<file path="src/rtl/gpio16_pkg.sv">
package gpio16_pkg;

  localparam int STYLE_W = 3;

  typedef enum logic [STYLE_W-1:0] {
    STY_LVL_HI = 3'd0,
    STY_LVL_LO = 3'd1,
    STY_RISE   = 3'd2,
    STY_FALL   = 3'd3,
    STY_ANY    = 3'd4
  } style_e;

  // word indices (byte address bits [4:2])
  localparam logic [2:0] W_DATA  = 3'd0;
  localparam logic [2:0] W_DIR   = 3'd1;
  localparam logic [2:0] W_LEVEL = 3'd2;
  localparam logic [2:0] W_STAT  = 3'd3;
  localparam logic [2:0] W_STY_A = 3'd4;
  localparam logic [2:0] W_STY_B = 3'd5;
  localparam logic [2:0] W_CLK   = 3'd6;
  localparam logic [2:0] W_DEB   = 3'd7;

  // detection of one line from its current and previous synchronized sample
  function automatic logic style_hit(logic [STYLE_W-1:0] sty, logic cur, logic prev);
    case (sty)
      STY_LVL_HI: return cur;
      STY_LVL_LO: return ~cur;
      STY_RISE:   return cur & ~prev;
      STY_FALL:   return ~cur & prev;
      STY_ANY:    return cur ^ prev;
      default:    return 1'b0;
    endcase
  endfunction

  function automatic logic is_edge_style(logic [STYLE_W-1:0] sty);
    return (sty == STY_RISE) || (sty == STY_FALL) || (sty == STY_ANY);
  endfunction

endpackage

</file>
<file path="src/rtl/gpio16_sync.sv">
module gpio16_sync #(
  parameter int W = 16
) (
  input  logic         clk,
  input  logic         rst_n,
  input  logic [W-1:0] din,
  output logic [W-1:0] dout
);
  logic [W-1:0] stage1_q;
  logic [W-1:0] stage2_q;

  always_ff @(posedge clk or negedge rst_n) begin
    if (!rst_n) begin
      stage1_q <= '0;
      stage2_q <= '0;
    end else begin
      stage1_q <= din;
      stage2_q <= stage1_q;
    end
  end

  assign dout = stage2_q;

  // cycles since reset, so the check never looks back into reset
  logic [1:0] age_q;
  always_ff @(posedge clk or negedge rst_n) begin
    if (!rst_n)              age_q <= '0;
    else if (age_q != 2'd3)  age_q <= age_q + 2'd1;
  end

  a_r3_two_stage_delay: assert property (@(posedge clk) disable iff (!rst_n)
    (age_q >= 2'd2) |-> (dout == $past(din, 2)));

endmodule

</file>
<file path="src/rtl/gpio16_detect.sv">
module gpio16_detect
  import gpio16_pkg::*;
#(
  parameter int LINES = 16
) (
  input  logic                     clk,
  input  logic                     rst_n,
  input  logic [LINES-1:0]         cur,
  input  logic [LINES*STYLE_W-1:0] styles,
  output logic [LINES-1:0]         hit
);
  logic [LINES-1:0] prev_q;

  always_ff @(posedge clk or negedge rst_n) begin
    if (!rst_n) prev_q <= '0;
    else        prev_q <= cur;
  end

  for (genvar i = 0; i < LINES; i++) begin : g_line
    logic [STYLE_W-1:0] sty;
    assign sty    = styles[i*STYLE_W +: STYLE_W];
    assign hit[i] = style_hit(sty, cur[i], prev_q[i]);

    a_r4_reserved_silent: assert property (@(posedge clk) disable iff (!rst_n)
      (sty > 3'd4) |-> !hit[i]);

    a_r6_edge_needs_change: assert property (@(posedge clk) disable iff (!rst_n)
      (is_edge_style(sty) && hit[i]) |-> (cur[i] != prev_q[i]));
  end

endmodule

</file>
<file path="src/rtl/gpio16_status.sv">
module gpio16_status #(
  parameter int LINES = 16
) (
  input  logic             clk,
  input  logic             rst_n,
  input  logic [LINES-1:0] hit,
  input  logic [LINES-1:0] clr,
  output logic [LINES-1:0] status
);
  logic [LINES-1:0] status_q;

  // a detection in the same cycle as a clear keeps the bit set
  always_ff @(posedge clk or negedge rst_n) begin
    if (!rst_n) status_q <= '0;
    else        status_q <= (status_q & ~clr) | hit;
  end

  assign status = status_q;

  a_r7_clear_takes_effect: assert property (@(posedge clk) disable iff (!rst_n)
    (|(clr & ~hit)) |=> ((status & $past(clr & ~hit)) == '0));

  a_r7_sticky_without_clear: assert property (@(posedge clk) disable iff (!rst_n)
    rst_n |=> (((~status) & $past(status & ~clr)) == '0));

  a_r5_detect_sets: assert property (@(posedge clk) disable iff (!rst_n)
    (|hit) |=> ((status & $past(hit)) == $past(hit)));

endmodule

</file>
<file path="src/rtl/gpio16_irq.sv">
module gpio16_irq
  import gpio16_pkg::*;
#(
  parameter int          NUM_LINES    = 16,
  parameter int          NUM_IRQ      = 13,
  parameter int          DW           = 32,
  parameter int          AW           = 5,
  parameter logic [31:0] CLK_CTRL_RST = 32'h01FF_01FF
) (
  input  logic                 clk,
  input  logic                 rst_n,
  input  logic                 bus_wr,
  input  logic [AW-1:0]        bus_addr,
  input  logic [DW-1:0]        bus_wdata,
  output logic [DW-1:0]        bus_rdata,
  input  logic [NUM_LINES-1:0] pin_in,
  output logic [NUM_LINES-1:0] pin_out,
  output logic [NUM_LINES-1:0] pin_drive,
  output logic [NUM_IRQ-1:0]   irq_line
);
  localparam int LINES_PER_WORD = 8;
  localparam int STY_BITS       = LINES_PER_WORD * STYLE_W;
  localparam int PAD_W          = DW - NUM_LINES;
  localparam int STY_PAD_W      = DW - STY_BITS;

  logic [2:0] widx;
  assign widx = bus_addr[AW-1:2];

  logic [NUM_LINES-1:0]         data_q;
  logic [NUM_LINES-1:0]         dir_q;
  logic [NUM_LINES*STYLE_W-1:0] sty_q;
  logic [DW-1:0]                clk_q;
  logic [DW-1:0]                deb_q;

  always_ff @(posedge clk or negedge rst_n) begin
    if (!rst_n) begin
      data_q <= '0;
      dir_q  <= '1;
      sty_q  <= '0;
      clk_q  <= CLK_CTRL_RST;
      deb_q  <= '0;
    end else if (bus_wr) begin
      case (widx)
        W_DATA:  data_q <= bus_wdata[NUM_LINES-1:0];
        W_DIR:   dir_q  <= bus_wdata[NUM_LINES-1:0];
        W_STY_A: sty_q[STY_BITS-1:0] <= bus_wdata[STY_BITS-1:0];
        W_STY_B: sty_q[2*STY_BITS-1:STY_BITS] <= bus_wdata[STY_BITS-1:0];
        W_CLK:   clk_q  <= bus_wdata;
        W_DEB:   deb_q  <= bus_wdata;
        default: ;
      endcase
    end
  end

  logic [NUM_LINES-1:0] level;
  logic [NUM_LINES-1:0] hit;
  logic [NUM_LINES-1:0] clr;
  logic [NUM_LINES-1:0] status;

  assign clr = (bus_wr && widx == W_STAT) ? bus_wdata[NUM_LINES-1:0] : '0;

  gpio16_sync #(.W(NUM_LINES)) u_sync (
    .clk  (clk),
    .rst_n(rst_n),
    .din  (pin_in),
    .dout (level)
  );

  gpio16_detect #(.LINES(NUM_LINES)) u_detect (
    .clk   (clk),
    .rst_n (rst_n),
    .cur   (level),
    .styles(sty_q),
    .hit   (hit)
  );

  gpio16_status #(.LINES(NUM_LINES)) u_status (
    .clk   (clk),
    .rst_n (rst_n),
    .hit   (hit),
    .clr   (clr),
    .status(status)
  );

  always_comb begin
    case (widx)
      W_DATA:  bus_rdata = {{PAD_W{1'b0}}, data_q};
      W_DIR:   bus_rdata = {{PAD_W{1'b0}}, dir_q};
      W_LEVEL: bus_rdata = {{PAD_W{1'b0}}, level};
      W_STAT:  bus_rdata = {{PAD_W{1'b0}}, status};
      W_STY_A: bus_rdata = {{STY_PAD_W{1'b0}}, sty_q[STY_BITS-1:0]};
      W_STY_B: bus_rdata = {{STY_PAD_W{1'b0}}, sty_q[2*STY_BITS-1:STY_BITS]};
      W_CLK:   bus_rdata = clk_q;
      default: bus_rdata = deb_q;
    endcase
  end

  assign pin_out   = data_q;
  assign pin_drive = ~dir_q;
  assign irq_line  = status[NUM_IRQ-1:0];

  logic unused_bits;
  assign unused_bits = ^{bus_addr[1:0], bus_wdata[DW-1:NUM_LINES]};

  a_r2_drive_follows_dir: assert property (@(posedge clk) disable iff (!rst_n)
    (bus_wr && widx == W_DIR) |=> (pin_drive == ~$past(bus_wdata[NUM_LINES-1:0])));

endmodule

</file>
<file path="config.mk">
export PLATFORM = sky130hd
export DESIGN_NAME = gpio16_irq
export DESIGN_NICKNAME = d
export VERILOG_FILES = /design/src/rtl/gpio16_pkg.sv /design/src/rtl/gpio16_sync.sv /design/src/rtl/gpio16_detect.sv /design/src/rtl/gpio16_status.sv /design/src/rtl/gpio16_irq.sv
export SDC_FILE = /design/constraint.sdc
export NUM_CORES = 1
export LEC_CHECK = 0
export BUFFER_PORTS_ARGS = -buffer_cell sky130_fd_sc_hd__buf_4
export CORE_MARGIN = 2
export CORE_UTILIZATION = 45
export DETAILED_ROUTE_END_ITERATION = 8
export PLACE_DENSITY = 0.71
export SLEW_MARGIN = 20
export SYNTH_ARGS = -nofsm -noshare
export SYNTH_HDL_FRONTEND = slang
export SYNTH_SLANG_ARGS = --single-unit
</file>
<file path="constraint.sdc">
create_clock -name clk -period 2.3 [get_ports clk]
set_input_delay 0.46 -clock clk [delete_from_list [all_inputs] [get_ports clk]]
set_output_delay 0.46 -clock clk [all_outputs]
set_load 0.05 [all_outputs]
</file>
==> results of run 1 <==
==> cells in the final DEF (no fill, tap or decap), drive strengths merged, types with 15 or more instances in the layout <==
master,instances
dfrtp,174
inv,48
a211o,16
a211oi,28
mux2,131
dfstp,34
ha,32
a21oi,15
nor2,87
clkbuf,37
buf,173
o21ai,22
mux2i,39
nor4b,16
nand2,38
xor2,16
==> stage by stage <==
stage / setup WS [ns] / total power [mW] / std cells / setup TNS (ns)
after floorplan: -0.100 / 6.94 / 811 / -0.803
after global placement: 0.0432 / 7.84 / 1213 / 0
after detailed placement: 0.0637 / 7.92 / 1213 / 0
after CTS: 0.00615 / 11.5 / 1254 / 0
after global routing: -0.00864 / 11.9 / 1255 / -0.0172
final: 0.0597 / 11.4 / 1255 / 0
==> registers in the layout, summed over array words and instances (netlist names) <==
signal,flops
sty_q,48
clk_q,32
deb_q,32
dir_q,16
pin_out,16
u_detect.prev_q,16
u_status.status,16
u_sync.dout,16
u_sync.stage1_q,16
==> worst max-delay path: stages (launching register included) <==
cell,delay (ns)
sky130_fd_sc_hd__dfstp_2,0.54
sky130_fd_sc_hd__nand3b_1,0.07
sky130_fd_sc_hd__o21ai_0,0.08
sky130_fd_sc_hd__nand2_1,0.09
sky130_fd_sc_hd__a31oi_2,0.30
sky130_fd_sc_hd__buf_6,0.21
==> kinds of logic after synthesis <==
group	share of synthesized area
AO/OA/AOI/OAI	0.0785
XOR/XNOR	0.0140
adder cells (fa/ha/maj)	0.0399
buffers and inverters	0.0490
flip-flops	0.523
multiplexers	0.215
AND/OR/NAND/NOR	0.0811
==> worst paths after layout <==
path                       slack, ns                       endpoint                          from
max                             0.06                   bus_rdata[5]          clk_q[5]$_DFFE_PN1P_
min                             0.06   u_sync.stage1_q[6]$_DFF_PN0_                     pin_in[6]
max reg2reg                     0.90   u_status.status[6]$_DFF_PN0_      u_sync.dout[6]$_DFF_PN0_
min reg2reg                     0.35       u_sync.dout[5]$_DFF_PN0_  u_sync.stage1_q[5]$_DFF_PN0_
max in group asynchronous       1.07           clk_q[8]$_DFFE_PN1P_                         rst_n
min in group asynchronous       0.49  u_sync.stage1_q[11]$_DFF_PN0_                         rst_n
==> timing repair <==
item                                    in CTS  in global routing
hold buffers                                 1                  0
hold endpoints to repair                    44                  0
setup buffers                                0                  1
endpoints found under the setup margin       2                  7
resized for setup                            2                 17
pin swaps                                    1                  3
==> power breakdown <==
part	internal (mW)	total (mW)	switching (mW)
clock network	2.09	3.52	1.43
logic	1.30	2.94	1.64
registers	4.39	4.97	0.584
total	7.77	11.4	3.65
==> final cells by class <==
| type | count | area (sq um) | area share |
|---|---|---|---|
| inverter | 48 | 180 | 0.0145 |
| timing repair buffer | 175 | 1480 | 0.119 |
| clock inverter | 4 | 22.5 | 0.00182 |
| multi-input combinational | 504 | 4400 | 0.355 |
| clock buffer | 36 | 704 | 0.0569 |
| tap | 280 | 350 | 0.0283 |
| sequential | 208 | 5250 | 0.424 |
==> metal layers <==
layer / routed length [um] / GRT usage
met5: 0 / 0
met4: 712 / 0.0612
met3: 1410 / 0.0318
met2: 11600 / 0.343
met1: 11300 / 0.300
==> out/results.txt, run 1 <==
The flow ran to the end, and the final reports show no timing, DRC or antenna violations. Using the TritonRoute via totals, the vias-per-cell ratio works out to 5.41. The tools report the number of iterations in the first detailed-routing pass as 4. Among all cell types in the netlist, the one instantiated most often is sky130_fd_sc_hd__dfrtp_1.

The placed instances occupy a cell area of 0.0116 sq mm. In this run, synthesis produced a sequential element count of 208. The maximum clock path buffer count is 3. In the synthesized netlist the dominant register cell turns out to be sky130_fd_sc_hd__dfrtp_1. For the final cell area excluding filler cells, the log shows 0.0124 sq mm.

In this run the remaining antenna-violating nets after routing total 0. After detailed routing, the number of remaining DRC violations is 0. The run gives 0.213 as the global-route usage over all layers. The number of clock buffers inserted by TritonCTS came out at 23.

Number of cells on the worst hold path: 1. In this run the core area contains 54 standard-cell rows. Nature of the critical path startpoint: a register. The synthesized design contains 0 enable-type register cells.

Compared with the post-synthesis result, the final layout area differs by 23.3%. The via count of the first global-routing pass was 7129. The final clock period utilization by the worst path is 0.974. For this block, the routed nets add up to 25.0 mm of wire.

The run gives 0.604 mV as the maximum vdd drop. Across the run, the number of max-cap violations was 0. The synthesized design spends more area on one cell type than any other, namely sky130_fd_sc_hd__dfrtp_1. The vertical die dimension was 153 um. Share of flip-flops with an asynchronous set or reset: 1.00. The run gives 899 as the synthesized netlist net count. The worst hold path belongs to the class in -> reg.

The critical path is of the reg -> out type. TritonCTS built the clock tree. For the pin with the worst max-slew slack, the measured transition is 0.503 ns.

Synthesis produced 811 cells. The post-synthesis cell area was 0.0100 sq mm; the final number of max-transition violations was 0. The insertion delay of the later-clocked pin in the worst-skew pair is 0.50 ns, and the clock-pin slew on the worst setup and hold paths is 0.06 ns. For this design the static power due to leakage is 5.67 nW. At the worst endpoint, the required time is 1.84 ns.

In the final design database the tool counted 1048 nets. The die is 153 um wide. For the HPWL after detailed placement, the log shows 17.2 mm.

The run gives 0.523 as the post-synthesis sequential area ratio. The number of antenna violations at the first check in global routing was 0. The relative max-transition margin was 0.664. The number of hold-slack violations in the final timing report was 0; the area share of the leading cell type in the synthesized netlist was 0.434. The run gives 0.0235 sq mm as the total die area.

The post-synthesis area per instance works out to 12.4 sq um. By count the netlist is led by 174 x sky130_fd_sc_hd__dfrtp_1, 101 x sky130_fd_sc_hd__mux2_2, 86 x sky130_fd_sc_hd__nor2_1, 48 x sky130_fd_sc_hd__inv_1, 39 x sky130_fd_sc_hd__mux2i_1. 133 I/O pins were placed.

The highest net fanout along the worst path is 2. The starting density of the core was 0.459. The timing-limited maximum frequency was 446 MHz.

Setup violations remaining at the end of the flow were counted as 0. The repair_antennas step left the layout with diodes totalling 0. Setup repair after global routing could not meet its margin everywhere. The share of final-layout standard cells stronger than drive strength 1 came out at 0.425. The detailed-route via count is 6787, and the average wire per standard cell is 19.9 um.

The logs give 0.566 for the final core utilization and 41 for the count of distinct cell types in the synthesized netlist. The number of synthesis warnings came out at 0. The number of levels in the clock H-tree was 1; the depth of the worst register-to-register path was 4. Counting the fill cells in the layout gives 1905.

The total area inside the core boundary comes to 0.0219 sq mm. The clock period could shrink to 2.24 ns. Sorting the synthesized cells by area gives the leading types as sky130_fd_sc_hd__dfrtp_1 43%, sky130_fd_sc_hd__mux2_2 11%, sky130_fd_sc_hd__dfstp_2 8.9%, sky130_fd_sc_hd__mux2_4 4.5%, sky130_fd_sc_hd__ha_1 4.0%. The number of DRC violations after detailed-routing iteration 0 was 327. The tools report the kind of capture point of the worst setup path as an output port.

At the end of routability-driven placement, the weighted congestion stood at 0.815. The tools report the clock root buffer as sky130_fd_sc_hd__clkbuf_16. The count of buffers added on input and output ports is 130. For this design, the sink count on the clock tree is 208. The overall overflow remaining after global route came out at 0. The clock skew after layout is 0.00613 ns. The signal arrival time at the worst endpoint was 1.78 ns; the power per cell area was 923 mW/mm^2. The first global-routing pass estimated 39.7 mm of wire.

Entering global routing, the biggest net connects 61 pins. Hold is met by 0.0634 ns.
Note: power is estimated with default switching activity, not from simulation.
==> run 2, diff against run 1 <==
BUFFER_PORTS_ARGS = -buffer_cell sky130_fd_sc_hd__buf_2   (was -buffer_cell sky130_fd_sc_hd__buf_4)
==> out/results.txt, run 2 (synthesis results as in run 1) <==
Count of input and output buffers: 130. The tightest min-delay check is of the in -> reg type. The clock net in this run drives a total of 208 sinks.

The logs give 0.214 for the global-route usage over all layers and 133 for the number of placed I/O pins. Power spread over the standard cell area amounts to 931 mW/mm^2. The clock skew after layout is 0.00709 ns. Number of buffer and inverter stages on the critical path: 3. The number of clock buffers added by TritonCTS is 24. In this run the remaining antenna-violating nets after routing total 0. The number of hold-slack violations in the final timing report is 0, and the post-route non-filler standard cell count is 1272. The floorplan step defined a die boundary enclosing 0.0235 sq mm. The library cell used most frequently in the layout, excluding fill and tap cells, is sky130_fd_sc_hd__dfrtp_1. The final layout contains 1062 nets. The final weighted congestion in routability-driven placement was 0.812.

The worst setup path is launched from an input pin. The overall overflow remaining after global route was 0. The logs give 0 for the final number of max-transition violations and 7272 for the via count of the first global-routing pass. The final clock period utilization by the worst path was 0.988; the timing-limited maximum frequency was 440 MHz.

IR analysis of the VDD net gives a maximum drop of 0.622 mV. The highest net fanout along the worst path is 7, and the largest net degree at the start of global routing is 67. For the area taken by flip-flops and latches, the log shows 0.00526 sq mm. After detailed placement, the design holds a cell count of 1223. More flip-flops sit in one register than any other, and that register is sty_q.

After the first detailed-routing iteration, the DRC count stood at 422. The number of cells on the worst hold path was 1. The kind of capture point of the worst setup path was an output port. TritonCTS built the clock tree. Clock-pin slew on the worst setup and hold paths: 0.06 ns. In the final timing run, aggregate negative setup slack is 0 ns.

After legalization and detailed placement, the total HPWL measured 17.5 mm. Measured along the x axis, the die boundary spans 153 um. Setup violations remaining at the end of the flow were counted as 0.

The largest single stage delay on the critical path is 0.25 ns. The vertical die dimension came out at 153 um. The end of the worst hold path is u_sync.stage1_q[4]$_DFF_PN0_. Traced cell by cell, the critical path runs through buf_2, nand2b_1, nor2_1, buf_4, a21oi_1, a31oi_2, buf_6. The setup check on the worst reg-to-reg path leaves a slack of 0.91 ns. The critical path runs through a total of 7 cells. The number of placement rows was 54; the slew at the pin with the worst max-slew slack was 0.608 ns. The detailed-route via count is 6954. The reg-to-reg critical path endpoint is u_status.status[6]$_DFF_PN0_. STA puts the critical path data required time at 1.84 ns. In the final layout, the registers with the most flip-flops are sty_q: 48 flops, clk_q: 32 flops, deb_q: 32 flops.

The clock root buffer was sky130_fd_sc_hd__clkbuf_16. In this run the standard cell core region covers 0.0219 sq mm. The share of final-layout standard cells stronger than drive strength 1 was 0.436. Broken down by cell family, the worst path's largest delay share belongs to buffers and inverters. Setup repair after global routing could not meet its margin everywhere. The starting density of the core is 0.459. The area growth from synthesis to layout is 22.4%, and the signal arrival time at the worst endpoint is 1.81 ns. For the remaining design rule violation count, the log shows 0. Minimum period implied by the final worst setup slack: 2.27 ns. The worst hold path begins at pin_in[4].

The logs give 3 for the maximum clock path buffer count and 0.595 for the relative max-transition margin. In the final layout, the multi-input gates occupy 0.00441 sq mm. The tool flagged a number of max-cap violations equal to 0. The count of inserted antenna diode cells came out at 0.

At the later pin of the worst-skew pair, clock insertion delay measures 0.52 ns. The worst setup path is of the in -> out kind. The slowest stage cell on the critical path is sky130_fd_sc_hd__a31oi_2. The design draws 11.4 mW.

The library cells used most frequently in the layout, excluding fill and tap cells, are 168 x sky130_fd_sc_hd__dfrtp_1, 117 x sky130_fd_sc_hd__buf_2, 101 x sky130_fd_sc_hd__mux2_2. Summed over all cells, the static leakage comes to 5.65 nW. The flow ran to the end, and the final reports show no timing, DRC or antenna violations. The first global-routing pass estimated 40.2 mm of wire. The worst register-to-register path has a depth of 4. The number of antenna violations at the first check in global routing came out at 1.

The register with the most flip-flops in the layout has 48 of them. The startpoint identified for the worst register-to-register timing path is u_sync.dout[6]$_DFF_PN0_. The total of fill cells in the finished design was 1888.

In the routed layout, each cell is associated on average with a via count of 5.47. The number of levels in the clock H-tree is 1, and the number of iterations in the first detailed-routing pass is 6. Summed over all layers, the routed wires come to 25.0 mm. The average wire per standard cell was 19.7 um.
==> run 2: cell count changes in the layout (fill, tap and decap cells not counted), sizes merged <==
cell,previous run,this run
buf,173,179
clkinvlp,1,2
clkbuf,37,48
clkinv,3,2
==> run 2: routing by layer <==
metal / vias up / track usage / share of wire / wire length [um]
met5: - / 0 / 0 / 0
met1: 3539 / 0.298 / 0.44 / 11000
met4: 0 / 0.0647 / 0.026 / 658
li1: 3165 / - / - / -
met3: 41 / 0.0318 / 0.054 / 1350
met2: 209 / 0.349 / 0.48 / 12000
==> run 2: report_power, final <==
part	total [mW]	internal [mW]	switching [mW]
registers	4.96	4.39	0.571
logic	2.84	1.19	1.65
clock network	3.63	2.13	1.50
==> run 2: final cells by class <==
type | count | area share
clock buffers | 40 | 0.0586
clock inverters | 4 | 0.00295
inverters | 48 | 0.0147
multi-input cells | 504 | 0.359
flip-flops and latches | 208 | 0.428
well taps | 280 | 0.0285
repair buffers | 188 | 0.109
==> run 2: worst max path at each step <==
stage	startpoint	slack, ns	end
finish	bus_addr[2]	0.03	bus_rdata[5]
global route	clk_q[7]$_DFFE_PN1P_	-0.03	bus_rdata[7]
global placement	bus_addr[2]	-0.002	bus_rdata[23]
CTS	bus_addr[2]	0.005	bus_rdata[14]
detailed placement	bus_addr[2]	-0.01	bus_rdata[23]
floorplan	bus_addr[4]	-0.10	bus_rdata[24]
==> run 2: what timing repair did <==
item                                    CTS  global route
buffers inserted                          0             4
gates resized for setup                   9            28
hold buffers                              1             0
endpoints found under the setup margin    8            21
hold endpoints to repair                 50             0
pin swaps                                 0             2
==> run 2: through the flow <==
stage / hold slack, ns / instance area, sq um / util / worst slack (ns)
2_1_floorplan: 0.164 / 10100 / - / -0.100
3_3_place_gp: 0.334 / 11400 / 0.520 / -0.00179
3_5_place_dp: 0.335 / 11400 / 0.520 / -0.00975
4_1_cts: 0.0258 / 12200 / 0.556 / 0.00524
5_1_grt: 0.0289 / 12300 / 0.561 / -0.0337
6_report: 0.0447 / 12300 / 0.561 / 0.0266
==> run 2: worst reg2reg max path, delay by kind of cell (launching register included) <==
kind,cells,cell delay (ns)
DFF,1,0.43
adders and majority gates,1,0.29
buffers and inverters,1,0.07
and+or+nand+nor,1,0.38
AOI/OAI and AO/OA,1,0.16
